===== config.mk =====
export PLATFORM = sky130hd
export DESIGN_NAME = acc_alu
export DESIGN_NICKNAME = d
export VERILOG_FILES = /design/src/rtl/acc_alu_pkg.sv /design/src/rtl/acc_alu_adder.sv /design/src/rtl/acc_alu_logic.sv /design/src/rtl/acc_alu_shift.sv /design/src/rtl/acc_alu.sv
export SDC_FILE = /design/constraint.sdc
export NUM_CORES = 1
export LEC_CHECK = 0
export CORE_UTILIZATION = 55
export DETAILED_ROUTE_END_ITERATION = 12
export PLACE_DENSITY = 0.87
export RECOVER_POWER = 25
export REMOVE_ABC_BUFFERS = 1
export SYNTH_ARGS = -nofsm -noshare
export SYNTH_HDL_FRONTEND = slang
export SYNTH_SLANG_ARGS = --single-unit

===== constraint.sdc =====
create_clock -name vclk -period 6.5
set_input_delay 0.65 -clock vclk [all_inputs]
set_output_delay 0.65 -clock vclk [all_outputs]
set_load 0.02 [all_outputs]

===== src/rtl/acc_alu_pkg.sv =====
package acc_alu_pkg;

    localparam int OP_W = 4;

    typedef enum logic [OP_W-1:0] {
        OP_ADDC = 4'd0,
        OP_SUBB = 4'd1,
        OP_AND  = 4'd2,
        OP_OR   = 4'd3,
        OP_XOR  = 4'd4,
        OP_SHL  = 4'd5,
        OP_SHR  = 4'd6,
        OP_SAR  = 4'd7,
        OP_RCL  = 4'd8,
        OP_RCR  = 4'd9,
        OP_INC  = 4'd10,
        OP_DEC  = 4'd11,
        OP_CMP  = 4'd12,
        OP_RS13 = 4'd13,
        OP_RS14 = 4'd14,
        OP_RS15 = 4'd15
    } alu_op_e;

endpackage


===== src/rtl/acc_alu_adder.sv =====
// Shared carry-chain adder: {cout, sum} = a + b + cin.
module acc_alu_adder #(
    parameter int W = 8
) (
    input  logic [W-1:0] a,
    input  logic [W-1:0] b,
    input  logic         cin,
    output logic [W-1:0] sum,
    output logic         cout
);
    localparam int SW = W + 1;

    logic [SW-1:0] full;

    always_comb begin
        full = {1'b0, a} + {1'b0, b} + {{W{1'b0}}, cin};
        sum  = full[W-1:0];
        cout = full[W];
    end
endmodule


===== src/rtl/acc_alu_logic.sv =====
// Bitwise unit; structure repeats per bit.
module acc_alu_logic #(
    parameter int W = 8
) (
    input  logic [W-1:0]           a,
    input  logic [W-1:0]           b,
    input  acc_alu_pkg::alu_op_e   op,
    output logic [W-1:0]           res
);
    import acc_alu_pkg::*;

    for (genvar i = 0; i < W; i++) begin : g_bit
        always_comb begin
            unique case (op)
                OP_AND:  res[i] = a[i] & b[i];
                OP_OR:   res[i] = a[i] | b[i];
                default: res[i] = a[i] ^ b[i];
            endcase
        end
    end
endmodule


===== src/rtl/acc_alu_shift.sv =====
// One-position shifts and rotates through carry on the accumulator operand.
module acc_alu_shift #(
    parameter int W = 8
) (
    input  logic [W-1:0]           a,
    input  logic                   cin,
    input  acc_alu_pkg::alu_op_e   op,
    output logic [W-1:0]           res,
    output logic                   cout
);
    import acc_alu_pkg::*;

    localparam int MSB = W - 1;

    logic left;
    logic fill;

    always_comb begin
        left = (op == OP_SHL) || (op == OP_RCL);
        unique case (op)
            OP_SAR:          fill = a[MSB];
            OP_RCL, OP_RCR:  fill = cin;
            default:         fill = 1'b0;
        endcase
        if (left) begin
            res  = {a[MSB-1:0], fill};
            cout = a[MSB];
        end else begin
            res  = {fill, a[MSB:1]};
            cout = a[0];
        end
    end
endmodule


===== src/rtl/acc_alu.sv =====
module acc_alu #(
    parameter int W = 8
) (
    input  logic [W-1:0] acc_i,
    input  logic [W-1:0] opnd_i,
    input  logic         carry_i,
    input  logic [3:0]   op_i,
    output logic [W-1:0] result_o,
    output logic         carry_o,
    output logic         zero_o,
    output logic         negative_o,
    output logic         acc_we_o
);
    import acc_alu_pkg::*;

    alu_op_e       op;
    logic [W-1:0]  add_b;
    logic          add_cin;
    logic [W-1:0]  add_sum;
    logic          add_cout;
    logic [W-1:0]  log_res;
    logic [W-1:0]  sh_res;
    logic          sh_cout;

    assign op = alu_op_e'(op_i);

    // Operand steering into the one shared adder.
    always_comb begin
        add_b   = opnd_i;
        add_cin = carry_i;
        unique case (op)
            OP_SUBB: add_b = ~opnd_i;
            OP_CMP: begin
                add_b   = ~opnd_i;
                add_cin = 1'b1;
            end
            OP_INC: begin
                add_b   = '0;
                add_cin = 1'b1;
            end
            OP_DEC: begin
                add_b   = '1;
                add_cin = 1'b0;
            end
            default: ;
        endcase
    end

    acc_alu_adder #(.W(W)) u_add (
        .a    (acc_i),
        .b    (add_b),
        .cin  (add_cin),
        .sum  (add_sum),
        .cout (add_cout)
    );

    acc_alu_logic #(.W(W)) u_log (
        .a   (acc_i),
        .b   (opnd_i),
        .op  (op),
        .res (log_res)
    );

    acc_alu_shift #(.W(W)) u_sh (
        .a    (acc_i),
        .cin  (carry_i),
        .op   (op),
        .res  (sh_res),
        .cout (sh_cout)
    );

    // Result, carry and write-enable selection.
    always_comb begin
        result_o = acc_i;
        carry_o  = carry_i;
        acc_we_o = 1'b1;
        unique case (op)
            OP_ADDC, OP_SUBB: begin
                result_o = add_sum;
                carry_o  = add_cout;
            end
            OP_CMP: begin
                result_o = add_sum;
                carry_o  = add_cout;
                acc_we_o = 1'b0;
            end
            OP_INC, OP_DEC: result_o = add_sum;
            OP_AND, OP_OR, OP_XOR: result_o = log_res;
            OP_SHL, OP_SHR, OP_SAR, OP_RCL, OP_RCR: begin
                result_o = sh_res;
                carry_o  = sh_cout;
            end
            default: acc_we_o = 1'b0;
        endcase
        zero_o     = ~|result_o;
        negative_o = result_o[W-1];
    end
endmodule


After elaboration in Yosys (flattened, before gate mapping)
Cells that the tools add are included.

Memories: 0. Flip-flop bits (word level): 0. Bits of input ports: 21. Bits in latches: 0. Output and inout bits: 12. Logic and storage cells: 67. RAM bits: 0. Bits in read-only memories: 0.

Reductions and logical operators: 12. Bitwise gates (word level): 25. Muxes and demuxes: 16. Magnitude comparators: 0. Div/mod/pow operators: 0. Shift operators: 0. $mul: 0. Equality and inequality tests: 12. $add $sub $neg: 2.

Operator list (count): case mux 8 bit (3 select lines) (2); case mux 1 bit (2 select lines) (11); equality test 4 bit, second input constant (5); equality test 4 x 3 -> 1 bit, second input constant (4); OR reduction 12 bit (1); OR reduction 5 bit (2); adder 8 x 8 -> 9 bit (1); adder 9 x 1 -> 9 bit (1); bitwise AND 1 bit (8); equality test 4 x 2 -> 1 bit, second input constant (2); 2-to-1 mux 8 bit (1); inverter 8 bit (1); bitwise OR 1 bit (8); OR reduction 8 bit (1); bitwise XOR 1 bit (8); OR reduction 2 bit (3); OR reduction 3 bit (2); equality test 4 x 1 -> 1 bit, second input constant (1); zero test 4 bit (1); 2-to-1 mux 1 bit (2); zero test 1 bit (1); logical OR 1 bit (1).

Depth between registers and ports, before layout
Gate-level depths: netlist of the first run.

Depth after elaboration: 8. Gate-level depth with buffers: 17. Mapped depth without buffers: 15.

Modules after synthesis
From an unflattened synthesis of the first run, not the netlist that was laid out.

Cell total of the unflattened synthesis: 258. Area, all modules: 1814.2 µm².

Modules (own cells, without submodules): acc_alu (cells an instance 129, instances 1, area each 865.8 µm², seq. area each 0.0 µm²); acc_alu_logic (cells an instance 68, instances 1, area each 452.9 µm², seq. area each 0.0 µm²); acc_alu_adder (cells an instance 42, instances 1, area each 331.6 µm², seq. area each 0.0 µm²); acc_alu_shift (cells an instance 19, instances 1, area each 163.9 µm², seq. area each 0.0 µm²).

Least setup slack after synthesis of the first run
OpenSTA, ideal clock, no wires.

Path kind: input to output. Start point: input port op_i[0]. End point: output port zero_o. Data required time: 5850 ps. Stages: 16. Slack: 1362 ps. Arrival: 4488 ps. Path buffers: 3. Cell sequence: buf_2 -> buf_1 -> buf_1 -> nor2_1 -> a21oi_1 -> o211ai_1 -> a21oi_1 -> fa_1 -> inv_1 -> fa_1 -> nor2b_1 -> o221ai_1 -> a311oi_2 -> a31oi_1 -> or4_1 -> nor4_2.

Cells in the longest elaborated chain, start to end: 8. Elaborated cells between the ends (all ways): 37. Those cells by class: add/sub: 2; eq/ne: 12; mux: 13; reduce/logical: 10.

Ends and longest elaborated chain: start, declared (line acc_alu.sv:7) `input logic [3:0] op_i,`; equality test 4 x 1 -> 1 bit or equality test 4 bit (tied branches) (line acc_alu.sv:31, acc_alu.sv:77); OR reduction 2 bit (no line); case mux 8 bit (3 select lines) (line acc_alu.sv:31) `unique case (op)`; adder 8 x 8 -> 9 bit (line acc_alu_adder.sv:16) `full = {1'b0, a} + {1'b0, b} + {{W{1'b0}}, cin};`; adder 9 x 1 -> 9 bit (line acc_alu_adder.sv:16); case mux 8 bit (3 select lines) (*) (line acc_alu.sv:77) `unique case (op)`; OR reduction 8 bit (*) (line acc_alu.sv:95) `zero_o = ~|result_o;`; zero test 1 bit (*) (line acc_alu.sv:95); end, declared (line acc_alu.sv:10) `output logic zero_o,`.

Every way passes the cells marked *; elsewhere a longest branch is shown, timed or not.

Worst setup path after layout of the first run
Start point: input port op_i[3]. End point: output port zero_o.

Same word-level chain as after synthesis.

==> results_dict.tcl, run 1 <==
set metrics [dict create \
    avgViaCountPerCell 6.672 \
    leakage_nw 0.9268 \
    drive_gt1_share_pct 8.418 \
    worst_pin_slew_ns 0.6204 \
    maxCapViolCount 0 \
    pwr_density_cell_nw_per_um2 102.0 \
    synthesis.area_um2 1853 \
    grtUsageTotal_pct 36.36 \
    nFlopsAndLatches 0 \
    drc 0 \
    vdd_drop_max_mv 0.05569 \
    syn_to_final_growth_pct 19.04 \
    seq_area_um2 0 \
    io_pins 33 \
    nNetsFinal 345 \
    dieArea_um2 3605 \
    slew_violations 0 \
    postCtsSetupRepairBufs 0 \
    antenna_found_initial 0 \
    coreArea_um2 3128 \
    fp.dieW_um 60.05 \
    firstDrtPassIters 5 \
    hp-class "in -> out" \
    routedWlPerCell_um 18.11 \
    initial_utilization_pct 59.24 \
    fin_setup_tns_ns 0 \
    via_count 2275 \
    place_congestion 0.9883 \
    rsz0062_at_grt "no" \
    max_freq_mhz 166.1 \
    layout_common_cells "30 x clkdlybuf4s50_1, 28 x nor2_1, 27 x a21oi_1" \
    place_hpwl_mm 4.706 \
    gr-total-overflow 0 \
    routed_wl_mm 6.177 \
    holdCritStartpoint "acc_i[0]" \
    cts_resized 0 \
    grt_pass1_wl_mm 9.977 \
    status "completed" \
    relSlewSlack_pct 58.49 \
    portBuffers 33 \
    cp_max_fo 12 \
    setup_viol 0 \
    power_w 0.0002250 \
    fin_crit_ns 6.020 \
    grt_max_degree 38 \
    endpoint_kind "output port" \
    utilization_pct 70.52 \
    final_cells 341 \
    synth_top_area_share_pct 15.53 \
    postSynthCellCount 275 \
    first_global_vias 2071 \
    avgSynthCellArea_um2 6.738 \
    num-clock-buffers 0 \
    layout_commonest_cell "clkdlybuf4s50_1" \
    hold_viol_final 0 \
    hold_slack_ns 2.638 \
    ys_types 61 \
    die_y_um 60.05 \
    drtIter0Drc 224 \
    cp.arrival_ns 5.37 \
    ctsHoldBuffers 0 \
    yosysWarnings 0 \
    dp.cells 341 \
    yosysTopAreaCell "ha_1" \
    num_rows 20 \
    path_class "in -> out" \
    synth_area_leaders "ha_1 16%, a21oi_1 7.3%, nor2_1 5.7%" \
    min_path_cells 4 \
    cp_data_required_time_ns 5.85 \
    antenna_cells 0 \
    min_period_over_period_pct 92.61 \
    worst_setup_path_start_kind "primary input" \
    crit_start "op_i[3]" \
    yosysSeqAreaShare_pct 0 \
    final_antenna_net_count 0 \
]
-- layout make-up --
| type | instances | area (µm²) |
|---|---|---|
| fill | 292 | 922.1 |
| multi-input combinational | 231 | 1658 |
| tap | 44 | 55.05 |
| timing repair buffer | 42 | 397.9 |
| inverter | 24 | 95.09 |
-- synth_stat cells, types with 4 or more instances --
master    count
clkbuf_1      8
a21oi_1      27
buf_2         5
nor3_1       13
a31oi_1       7
o211ai_1      9
nand2_1      15
inv_1        23
a22oi_1       4
mux2_2        7
nor2b_1       4
ha_1         23
a21o_1        5
buf_1         4
nand3_1       4
nor2_1       28
a211oi_1      4
o21ai_0      20
-- where the power goes --
group	total [W]	internal [W]	switching (W)
Sequential	0	0	0
Clock	0	0	0
Combinational	0.000225	0.0000959	0.000129
Total	0.000225	0.0000959	0.000129
-- per-layer routing --
metal	GRT usage, %	routed length, µm	vias up
li1	-	-	1078
met1	52.20	2573	1026
met2	57.14	2756	149
met3	1.732	641	22
met4	12.96	205	0
met5	0	0	-
-- logic make-up (layout without fill, tap and decap cells) --
kind of cell / Yosys count / after routing / synth area share (%)
XOR/XNOR: 5 / 5 / 2.364
buffers and inverters: 44 / 66 / 10.53
adder cells (fa/ha/maj): 25 / 25 / 17.69
AO/OA/AOI/OAI: 110 / 110 / 41.39
AND/OR/NAND/NOR: 80 / 80 / 21.34
multiplexers: 11 / 11 / 6.685
-- path summary, 6_finish.rpt --
path | slack, ns | end
max | 0.48 | zero_o
min | 2.64 | result_o[0]
-- worst max-delay path, cell delays in order --
cell	delay [ns]
dlygate4sd3_1	0.78
nand2b_1	0.29
nor2_1	0.28
nand2_1	0.27
o211ai_1	0.20
fa_1	0.23
inv_1	0.05
fa_1	0.41
nor2b_1	0.16
o221ai_1	0.18
a311oi_2	0.34
a31oi_1	0.13
or4_1	0.54
nor4_2	0.22
clkdlybuf4s50_1	0.63
-- per-stage QoR --
stage                     area (µm²)  setup slack, ns
after detailed placement        2206           0.6137
after CTS                       2206           0.6232
after global routing            2206           0.2320
after floorplan                 1753            1.984
final                           2206           0.4802
after global placement          2206           0.7514
(Power assumes the default switching activity.)
==> run 2: changes to the inputs <==
Settings changed: SKIP_LAST_GASP from default to 1.
==> results of run 2 <==
No change in the layout: final DEF, timing and power equal those of run 1.
